$ cat config.mk
export PLATFORM = sky130hd
export DESIGN_NAME = brom_ctrl
export DESIGN_NICKNAME = d
export VERILOG_FILES = /design/src/rtl/brom_pkg.sv /design/src/rtl/brom_fsm.sv /design/src/rtl/brom_agen.sv /design/src/rtl/brom_gather.sv /design/src/rtl/brom_ctrl.sv
export SDC_FILE = /design/constraint.sdc
export NUM_CORES = 1
export LEC_CHECK = 0
export ABC_AREA = 1
export BUFFER_PORTS_ARGS = -buffer_cell sky130_fd_sc_hd__buf_2
export CAP_MARGIN = 20
export CORE_ASPECT_RATIO = 2
export CORE_MARGIN = 2
export CORE_UTILIZATION = 49
export DETAILED_ROUTE_END_ITERATION = 10
export PLACE_DENSITY = 0.9
export SETUP_SLACK_MARGIN = 0.1
export SLEW_MARGIN = 20
export SYNTH_ARGS = -nofsm -noshare
export SYNTH_HDL_FRONTEND = slang
export SYNTH_SLANG_ARGS = --single-unit
export TNS_END_PERCENT = 30
$ cat constraint.sdc
create_clock -name clk -period 2.05 [get_ports clk]
set_input_delay 0.41 -clock clk [delete_from_list [all_inputs] [get_ports clk]]
set_output_delay 0.41 -clock clk [all_outputs]
set_load 0.02 [all_outputs]
$ cat src/rtl/brom_pkg.sv
package brom_pkg;
  localparam int DATA_W      = 32;
  localparam int BLOCK_BYTES = 16;
  localparam int OFF_W       = $clog2(BLOCK_BYTES);
  localparam int BURST16     = BLOCK_BYTES / 2;
  localparam int BURST32     = BLOCK_BYTES / 4;
  localparam int BEAT_W      = $clog2(BURST16);

  typedef enum logic [1:0] {
    WID_8   = 2'd0,
    WID_16  = 2'd1,
    WID_32  = 2'd2,
    WID_RSV = 2'd3
  } width_e;

  typedef enum logic [2:0] {
    S_IDLE,
    S_SETUP,
    S_FWAIT,
    S_DATA,
    S_BWAIT,
    S_END,
    S_REJ
  } st_e;
endpackage

$ cat src/rtl/brom_fsm.sv
module brom_fsm
  import brom_pkg::*;
#(
  parameter int FW_W  = 4,
  parameter int BWT_W = 2
) (
  input  logic              clk,
  input  logic              rst_n,
  input  logic              req_valid,
  input  logic              req_write,
  input  logic [1:0]        width_code,
  input  logic [FW_W-1:0]   cfg_first,
  input  logic [BWT_W-1:0]  cfg_beat,
  input  logic              rom_wait,
  output st_e               state,
  output logic [BEAT_W-1:0] beat,
  output logic              accept,
  output logic              mode32,
  output logic              wr
);
  logic [FW_W-1:0]  cnt;
  logic [FW_W-1:0]  fw_q;
  logic [BWT_W-1:0] bw_q;
  logic             supported;
  logic             last_beat;

  assign accept    = (state == S_IDLE) && req_valid;
  assign supported = (width_code == WID_16) || (width_code == WID_32);
  assign last_beat = wr || (mode32 ? (beat == BEAT_W'(BURST32 - 1))
                                   : (beat == BEAT_W'(BURST16 - 1)));

  always_ff @(posedge clk or negedge rst_n) begin
    if (!rst_n) begin
      state  <= S_IDLE;
      cnt    <= '0;
      beat   <= '0;
      mode32 <= 1'b0;
      wr     <= 1'b0;
      fw_q   <= '0;
      bw_q   <= '0;
    end else begin
      case (state)
        S_IDLE: begin
          if (req_valid) begin
            if (supported) begin
              state  <= S_SETUP;
              mode32 <= (width_code == WID_32);
              wr     <= req_write;
              fw_q   <= cfg_first;
              bw_q   <= cfg_beat;
              beat   <= '0;
            end else begin
              state <= S_REJ;
            end
          end
        end
        S_SETUP: begin
          cnt <= fw_q;
          if ((fw_q != '0) || rom_wait) state <= S_FWAIT;
          else                          state <= S_DATA;
        end
        S_FWAIT: begin
          if (cnt != '0) cnt <= cnt - 1'b1;
          if ((cnt <= FW_W'(1)) && !rom_wait) state <= S_DATA;
        end
        S_DATA: begin
          if (last_beat) begin
            state <= S_END;
          end else begin
            beat <= beat + 1'b1;
            if (bw_q != '0) begin
              state <= S_BWAIT;
              cnt   <= FW_W'(bw_q);
            end
          end
        end
        S_BWAIT: begin
          cnt <= cnt - 1'b1;
          if (cnt == FW_W'(1)) state <= S_DATA;
        end
        S_END:   state <= S_IDLE;
        S_REJ:   state <= S_IDLE;
        default: state <= S_IDLE;
      endcase
    end
  end


  beat_wait_fixed_chk: assert property (@(posedge clk) disable iff (!rst_n)
    (state == S_BWAIT && cnt == FW_W'(1)) |=> (state == S_DATA));


  beat_bound32_chk: assert property (@(posedge clk) disable iff (!rst_n)
    (state == S_DATA && mode32 && !wr) |-> (beat <= BEAT_W'(BURST32 - 1)));


  first_wait_count_chk: assert property (@(posedge clk) disable iff (!rst_n)
    (state == S_FWAIT && cnt > FW_W'(1)) |=> (state == S_FWAIT));
endmodule

$ cat src/rtl/brom_agen.sv
module brom_agen
  import brom_pkg::*;
#(
  parameter int ADDR_W = 26
) (
  input  logic              clk,
  input  logic              rst_n,
  input  logic              accept,
  input  logic [ADDR_W-1:0] req_addr,
  input  logic              mode32,
  input  logic              wr,
  input  logic [BEAT_W-1:0] beat,
  output logic [ADDR_W-1:0] rom_addr
);
  logic [ADDR_W-1:0] addr_q;
  logic [OFF_W-1:0]  beat_off;
  logic [ADDR_W-1:0] base;

  always_ff @(posedge clk or negedge rst_n) begin
    if (!rst_n)      addr_q <= '0;
    else if (accept) addr_q <= req_addr;
  end

  // Offset truncated to the block width so the sequence wraps in the block.
  assign beat_off = mode32 ? OFF_W'({beat, 2'b00}) : OFF_W'({beat, 1'b0});
  assign base     = {addr_q[ADDR_W-1:OFF_W], {OFF_W{1'b0}}};
  assign rom_addr = wr ? addr_q : (base | ADDR_W'(beat_off));
endmodule

$ cat src/rtl/brom_gather.sv
module brom_gather
  import brom_pkg::*;
(
  input  logic              clk,
  input  logic              rst_n,
  input  logic              accept,
  input  logic [OFF_W-1:0]  req_off,
  input  logic [1:0]        req_size,
  input  logic [1:0]        width_code,
  input  logic              sample,
  input  logic              mode32,
  input  logic [BEAT_W-1:0] beat,
  input  logic [DATA_W-1:0] dq_in,
  output logic [DATA_W-1:0] rdata
);
  localparam int HALF = DATA_W / 2;

  logic [BEAT_W-1:0] idx0;
  logic              word16;
  logic [BEAT_W-1:0] idx_new;

  always_comb begin
    if (width_code == WID_32)  idx_new = BEAT_W'(req_off[OFF_W-1:2]);
    else if (req_size == 2'd2) idx_new = BEAT_W'({req_off[OFF_W-1:2], 1'b0});
    else                       idx_new = BEAT_W'(req_off[OFF_W-1:1]);
  end

  always_ff @(posedge clk or negedge rst_n) begin
    if (!rst_n) begin
      idx0   <= '0;
      word16 <= 1'b0;
      rdata  <= '0;
    end else if (accept) begin
      idx0   <= idx_new;
      word16 <= (width_code != WID_32) && (req_size == 2'd2);
      rdata  <= '0;
    end else if (sample) begin
      if (mode32) begin
        if (beat == idx0) rdata <= dq_in;
      end else begin
        if (beat == idx0)                           rdata[HALF-1:0]      <= dq_in[HALF-1:0];
        if (word16 && (beat == BEAT_W'(idx0 + 1'b1))) rdata[DATA_W-1:HALF] <= dq_in[HALF-1:0];
      end
    end
  end
endmodule

$ cat src/rtl/brom_ctrl.sv
module brom_ctrl
  import brom_pkg::*;
#(
  parameter int ADDR_W = 26,
  parameter int FW_W   = 4,
  parameter int BWT_W  = 2
) (
  input  logic              clk,
  input  logic              rst_n,
  input  logic              req_valid,
  output logic              req_ready,
  input  logic [ADDR_W-1:0] req_addr,
  input  logic              req_write,
  input  logic [1:0]        req_size,
  input  logic [31:0]       req_wdata,
  input  logic [1:0]        cfg_width,
  input  logic [FW_W-1:0]   cfg_first_wait,
  input  logic [BWT_W-1:0]  cfg_beat_wait,
  output logic              rsp_valid,
  output logic [31:0]       rsp_rdata,
  output logic              rsp_err,
  output logic [ADDR_W-1:0] rom_addr,
  output logic              rom_cs_n,
  output logic              rom_rd_n,
  output logic              rom_we_n,
  output logic              rom_bs_n,
  input  logic              rom_wait,
  input  logic [31:0]       rom_dq_in,
  output logic [31:0]       rom_dq_out,
  output logic              rom_dq_oe
);
  st_e               state;
  logic [BEAT_W-1:0] beat;
  logic              accept;
  logic              mode32;
  logic              wr;
  logic              busy;
  logic [31:0]       wdata_q;

  brom_fsm #(.FW_W(FW_W), .BWT_W(BWT_W)) u_fsm (
    .clk        (clk),
    .rst_n      (rst_n),
    .req_valid  (req_valid),
    .req_write  (req_write),
    .width_code (cfg_width),
    .cfg_first  (cfg_first_wait),
    .cfg_beat   (cfg_beat_wait),
    .rom_wait   (rom_wait),
    .state      (state),
    .beat       (beat),
    .accept     (accept),
    .mode32     (mode32),
    .wr         (wr)
  );

  brom_agen #(.ADDR_W(ADDR_W)) u_agen (
    .clk      (clk),
    .rst_n    (rst_n),
    .accept   (accept),
    .req_addr (req_addr),
    .mode32   (mode32),
    .wr       (wr),
    .beat     (beat),
    .rom_addr (rom_addr)
  );

  brom_gather u_gather (
    .clk        (clk),
    .rst_n      (rst_n),
    .accept     (accept),
    .req_off    (req_addr[OFF_W-1:0]),
    .req_size   (req_size),
    .width_code (cfg_width),
    .sample     ((state == S_DATA) && !wr),
    .mode32     (mode32),
    .beat       (beat),
    .dq_in      (rom_dq_in),
    .rdata      (rsp_rdata)
  );

  always_ff @(posedge clk or negedge rst_n) begin
    if (!rst_n)      wdata_q <= '0;
    else if (accept) wdata_q <= req_wdata;
  end

  assign busy       = (state == S_SETUP) || (state == S_FWAIT) ||
                      (state == S_DATA)  || (state == S_BWAIT);
  assign req_ready  = (state == S_IDLE);
  assign rom_cs_n   = !busy;
  assign rom_rd_n   = !(busy && !wr);
  assign rom_we_n   = !(wr && ((state == S_FWAIT) || (state == S_DATA)));
  assign rom_bs_n   = (state != S_SETUP);
  assign rom_dq_oe  = wr && busy;
  assign rom_dq_out = wdata_q;
  assign rsp_valid  = (state == S_END) || (state == S_REJ);
  assign rsp_err    = (state == S_REJ);


  bs_after_accept_chk: assert property (@(posedge clk) disable iff (!rst_n)
    !rom_bs_n |-> $past(req_valid && req_ready));


  bs_single_chk: assert property (@(posedge clk) disable iff (!rst_n)
    !rom_bs_n |=> rom_bs_n);


  cs_release_chk: assert property (@(posedge clk) disable iff (!rst_n)
    $rose(rom_cs_n) |-> rsp_valid);


  rsp_pulse_chk: assert property (@(posedge clk) disable iff (!rst_n)
    rsp_valid |=> !rsp_valid);


  reject_no_bus_chk: assert property (@(posedge clk) disable iff (!rst_n)
    rsp_err |-> ($past(req_valid && req_ready) && rom_cs_n));


  ready_drop_chk: assert property (@(posedge clk) disable iff (!rst_n)
    (req_valid && req_ready) |=> !req_ready);
endmodule

==> implementation parameters, run 1 <==
Parameter                              Value

Run status
  Result of the run    finished clean

Critical path
  Master of the slowest instance on the critical path    dfrtp_2
  CP max stage delay    0.45 ns
  Max Fanout on Critical Path    5
  Critical Path AT    1.57 ns
  Class of the most critical setup path    flip-flop to output port
  CP cell instances    buf_4 > nor3_1 > inv_1 > buf_2
  Launching element type of the critical path    flip-flop
  Nature of the critical path endpoint    output port
  Critical Path RT    1.64 ns

STA
  Finish-stage setup viols    0
  Slew HR    60.7%
  Final count of pins violating max slew    0
  Final Hold Fails    0
  RSZ-0062 raised after global routing    true
  Final min period    1.98 ns
  FMAX    505 MHz
  Max Clock Skew    0.0122 ns
  Worst-margin pin slew    0.589 ns
  Post-route clock period utilization    96.5%
  Fin Setup TNS    0 ns

Yosys
  Dominant cell type by area after synthesis    dfrtp_1
  Total of flip-flops plus latches after synthesis    112
  Mean Syn Cell Area    7.93 um^2
  Sequential cell area fraction in the yosys report    52.3%
  Total of warnings raised by yosys    0
  Share of the synthesized area in the top cell type    52.3%
  Mapped Cells    676
  Distinct cells, synth    32
  Number of enable flip-flop cells after synthesis    0
  Summed instance area of the synthesized netlist    5360 um^2
  Flip-flop cell with the highest count after synthesis    dfrtp_1
  Share of flip-flops with an asynchronous set or reset    100%
  Top post-synthesis cells by area    dfrtp_1 (52%), nand2_1 (22%), inv_1 (3.5%)
  Syn Nets    786

Job
  Number of max-cap violations    0

Final layout
  Final antenna diode count    0
  Post-layout nets    967
  Fraction of layout cells with a size suffix above 1    31.4%
  Highest-count cells in the layout ignoring fill and taps    nand2_1 (311), buf_2 (200), dfrtp_1 (109)
  Commonest non-fill, non-tap cell in the layout    nand2_1
  Area added between synthesis and finish    25.7%

Power
  Net switching component of the power    0.00513 W
  Pwr per Cell Area    1650 nW/um^2
  Combinational share of power    50.0%
  Design internal power    0.00599 W
  Register share of total power    34.7%
  Switching power share of the total    46.1%
  Worst IR drop on VDD    921 uV
  Post-layout power    0.0111 W
  LEAKAGE    3.92 nW
  Relative contribution of the clock network to total power    15.3%

Floorplan
  Horizontal die dimension    78.0 um
  Total number of placement rows    54
  Height of the die    152 um
  Initial cell density of the core    49.6%
  Area inside the core boundary    10800 um^2
  Number of top-level design ports    203
  Area of the die    11800 um^2

Route
  DRC violations left    0
  Antenna violation net count after detailed routing    0
  Met3 routed WL    594 um
  Detailed route wirelength on metal2    7.30 mm
  Highest metal layer used by the detailed router    met4
  Routed length per placed instance    13.6 um
  Number of DRC markers after the initial detailed-route iteration    309
  Overall via count from detail_route    4936
  Final routed wirelength across all metal layers    13.6 mm
  Drt via density    4.93
  Met1 Routed Length    5.14 mm
  Pre-Repair DR Iteration Count    4

Hold path
  Path class of the lowest-slack min-delay path    input pin to asynchronous set/reset pin

Global route
  Largest net degree at the start of global routing    113
  Total Routing Usage GR    23.9%
  Global-route wire length before repair    23.0 mm
  Antenna violations before repair    0
  Via count of the first global-routing pass    5019
  Leftover overflow at the end of global routing    0

CTS
  Cell at the root of the clock tree    clkbuf_16
  Clock input transition at the sequential cells of the worst setup and hold paths    0.08 ns
  Clock buffer count from CTS    9
  Clock network latency to the later pin of the worst-skew pair    0.34 ns
  Post-cts hold buffer count    0
  CTS sink count    112
  TritonCTS clock tree    yes
  CTS H-tree lvls    3
  CTS Buffer Depth    2

Placed design
  Placer Congestion    0.894
  Number of input and output port buffers inserted    202
  DP Wirelength    10.2 mm
-- synthesized netlist by cell type, types with 2 or more instances --
master,instances
a21oi_1,4
buf_2,12
buf_4,23
clkbuf_1,12
clkinv_1,2
dfrtp_1,112
ha_1,5
inv_1,50
inv_2,3
mux2_2,2
nand2_1,314
nand3_1,28
nor2_1,17
nor3_1,3
o211ai_1,18
o21ai_0,37
o22ai_1,2
o31ai_1,2
or2_2,16
xnor2_1,2
-- critical path: cells and delay by family (launching register included) --
family                 cells  cell delay, ns
DFF                        1            0.45
and+or+nand+nor            1            0.39
buffers and inverters      3            0.39
-- metal layers --
layer	GRT usage [%]	vias to the layer above
met3	3.44	50
met4	12.8	0
met5	0	-
met1	27.3	2269
met2	42.2	182
li1	-	2435
-- stage by stage --
step | hold WS (ns) | cells | setup WS, ns | util [%] | instance area [um^2]
after global placement | 0.455 | 981 | 0.224 | 59.0 | 6380
after CTS | 0.161 | 997 | 0.0937 | 61.8 | 6680
final | 0.128 | 1002 | 0.0713 | 62.3 | 6740
after floorplan | 0.114 | 676 | 0.268 | - | 5360
after global routing | 0.167 | 1002 | 0.0784 | 62.3 | 6740
after detailed placement | 0.456 | 981 | 0.126 | 59.0 | 6380
-- power groups by stage --
stage               sequential (W)  clock (W)  combinational, W
floorplan                  0.00449          0           0.00325
global placement           0.00384          0           0.00533
detailed placement         0.00386          0           0.00548
CTS                        0.00385    0.00175           0.00549
global route               0.00398    0.00185           0.00624
finish                     0.00385    0.00171           0.00556
-- cell type report --
type	instances	area, um^2
clock inverter	7	70.1
inverter	55	210
timing repair buffer	219	1170
tap	140	175
clock buffer	9	225
sequential	112	2810
multi-input combinational	460	2080
fill	963	4070
-- registers in the layout, indices dropped and copies added, names as in the netlist, 2 cells and up --
signal and cells:
u_fsm.state 3, u_agen.addr_q 26, u_gather.rdata 32, u_fsm.beat 3
u_gather.idx0 3, u_fsm.bw_q 2, u_fsm.fw_q 4, rom_dq_out 32
u_fsm.cnt 4
-- cells by family after synthesis --
family          after synthesis  synth area share, %
buf+inv                     104                 9.31
simple gates                385                 29.0
fa+ha+maj                     5                 1.17
mux                           2                0.420
compound gates               65                 7.30
xor+xnor                      3                0.490
flops                       112                 52.3
-- worst paths after layout --
check / startpoint / endpoint / slack, ns / cells past startpoint
worst max-delay path: u_fsm.state[1] / rom_bs_n / 0.07 / 4
worst min-delay path: rst_n / u_fsm.cnt[0] / 0.13 / 2
worst max register to register: u_fsm.state[1] / u_fsm.fw_q[0] / 0.27 / 4
worst min register to register: u_gather.rdata[31] / u_gather.rdata[31] / 0.48 / 2
max in group asynchronous: rst_n / u_gather.rdata[1] / 1.46 / 2
min in group clk: req_wdata[13] / rom_dq_out[13] / 0.26 / 3
-- timing repair --
action                                 CTS  global route
endpoints found under the hold margin    0             0
setup endpoints to repair                5            22
resized for setup                        4             8
setup buffers                            0             5
pin swaps                                1             2
Note: power is estimated with default switching activity, not from simulation.
==> inputs of run 2 (changes only) <==
- GPL_TIMING_DRIVEN: unset -> 0
- MAX_ROUTING_LAYER: unset -> met4
- SLEW_MARGIN: 20 -> unset
==> run 2 against run 1 <==
Net effect: highest routed layer unchanged; core utilization up 1.9 points; largest power group unchanged; register-to-register slack got worse by 0.03 ns; critical path type unchanged; worst setup slack improved by 0.021 ns; die area unchanged.
==> implementation parameters, run 2 (synthesis results as in run 1) <==
Parameter                              Value

Route
  DRC violations left    0
  Antenna violation net count after detailed routing    0
  Met1 Routed Length    5.41 mm
  Routed length per placed instance    14.2 um
  Pre-Repair DR Iteration Count    5
  Detailed route wirelength on metal2    7.79 mm
  Number of DRC markers after the initial detailed-route iteration    270
  Met3 routed WL    654 um
  Final routed wirelength across all metal layers    14.8 mm
  Drt via density    5.05
  Highest metal layer used by the detailed router    met4
  Overall via count from detail_route    5239

Power
  Post-layout power    0.0115 W
  LEAKAGE    4.04 nW
  Pwr per Cell Area    1660 nW/um^2
  Worst IR drop on VDD    1010 uV

Job
  Number of max-cap violations    0

CTS
  Post-cts hold buffer count    0
  CTS sink count    112
  Clock buffer count from CTS    9
  CTS H-tree lvls    3
  Clock network latency to the later pin of the worst-skew pair    0.35 ns
  TritonCTS clock tree    yes
  Clock input transition at the sequential cells of the worst setup and hold paths    0.08 ns
  Cell at the root of the clock tree    clkbuf_16
  CTS Buffer Depth    2

STA
  Fin Setup TNS    0 ns
  Worst-margin pin slew    0.592 ns
  Slew HR    60.6%
  Final min period    1.96 ns
  Finish-stage setup viols    0
  FMAX    511 MHz
  Post-route clock period utilization    95.5%
  Max Clock Skew    0.0142 ns
  RSZ-0062 raised after global routing    true
  Final Hold Fails    0
  Final count of pins violating max slew    0

Final layout
  Commonest non-fill, non-tap cell in the layout    nand2_1
  Final cell area excluding filler cells    6940 um^2
  # fillers    960
  Post-layout nets    1002
  Highest-count cells in the layout ignoring fill and taps    nand2_1 (312), buf_2 (211), dfrtp_1 (110)
  Fraction of layout cells with a size suffix above 1    33.0%
  Final antenna diode count    0
  Area added between synthesis and finish    29.5%

Floorplan
  Horizontal die dimension    78.0 um
  Initial cell density of the core    49.6%
  Area inside the core boundary    10800 um^2
  Area of the die    11800 um^2
  Number of top-level design ports    203
  Height of the die    152 um
  Total number of placement rows    54

Global route
  Via count of the first global-routing pass    5316
  Global-route wire length before repair    24.1 mm
  Antenna violations before repair    0
  Total Routing Usage GR    26.3%
  Leftover overflow at the end of global routing    0
  Largest net degree at the start of global routing    74

Critical path
  CP max stage delay    0.44 ns
  Launching element type of the critical path    flip-flop
  CP cell instances    buf_4 > inv_1 > nand2_1 > nor2_1 > buf_2
  Max Fanout on Critical Path    5
  Critical Path RT    1.64 ns
  Class of the most critical setup path    flip-flop to output port
  Critical Path AT    1.55 ns
  Nature of the critical path endpoint    output port
  Master of the slowest instance on the critical path    dfrtp_2
  Register-to-register setup slack    0.24 ns

Placed design
  Placed instance area    6580 um^2
  Number of input and output port buffers inserted    202
  DP Wirelength    11.3 mm
  Placer Congestion    0.905

Hold path
  Path class of the lowest-slack min-delay path    input pin to asynchronous set/reset pin

Run status
  Result of the run    finished clean
==> run 2: cell count changes in the layout (fill, tap and decap cells not counted), moves of 2 or more <==
cell	previous run	this run
clkbuf_1	0	9
buf_6	0	4
buf_12	2	0
clkinvlp_4	0	2
buf_2	200	211
buf_4	17	28
==> run 2: layout make-up <==
class	count	area, um^2	area share [%]
Clock inverter	6	52.6	0.757
Clock buffer	10	229	3.30
Multi-Input combinational cell	460	2090	30.1
Inverter	55	208	2.99
Buffer	49	323	4.65
Tap cell	140	175	2.52
Timing Repair Buffer	205	1060	15.3
Sequential cell	112	2810	40.4
==> run 2: repair_timing <==
item,in CTS,in global routing
buffers inserted,0,2
resized for setup,19,10
endpoints found under the setup margin,18,30
pin swaps,0,1
==> run 2: per-stage QoR <==
stage | utilization, % | hold WS, ns | std cells | setup slack (ns)
after floorplan | - | 0.114 | 676 | 0.268
after global placement | 60.6 | 0.450 | 1018 | -0.718
after detailed placement | 60.8 | 0.429 | 1019 | -0.0696
after CTS | 63.9 | 0.0582 | 1035 | 0.102
after global routing | 64.2 | 0.0667 | 1037 | 0.0317
final | 64.2 | 0.0442 | 1037 | 0.0928
==> run 2: metal layers <==
layer	track usage, %	vias to the layer above
li1	-	2522
met1	27.8	2424
met2	45.0	226
met3	3.80	67
met4	16.6	0
met5	-	-
==> run 2: report_power, final <==
part           leakage [nW]  total (W)  internal, W  switching [W]
clock network         0.131    0.00166     0.000843       0.000820
logic                  2.50    0.00600      0.00215        0.00384
registers              1.40    0.00386      0.00323       0.000627
total                  4.04     0.0115      0.00623        0.00529
==> run 2: worst max-delay path, delay by kind of cell, from the launching register on <==
| kind | cells | cell delay (ns) |
|---|---|---|
| buf+inv | 3 | 0.44 |
| flops | 1 | 0.44 |
| simple gates | 2 | 0.32 |
==> run 2: path summary, 6_finish.rpt <==
kind,from,end,cells past startpoint
max in group asynchronous,rst_n,u_agen.addr_q[15],2
min in group clk,req_wdata[22],rom_dq_out[22],3
hold reg to reg,u_gather.rdata[19],u_gather.rdata[19],2
hold / removal,rst_n,u_gather.rdata[9],1
setup / recovery,u_fsm.state[1],req_ready,5
setup reg to reg,u_fsm.state[2],u_gather.rdata[8],6
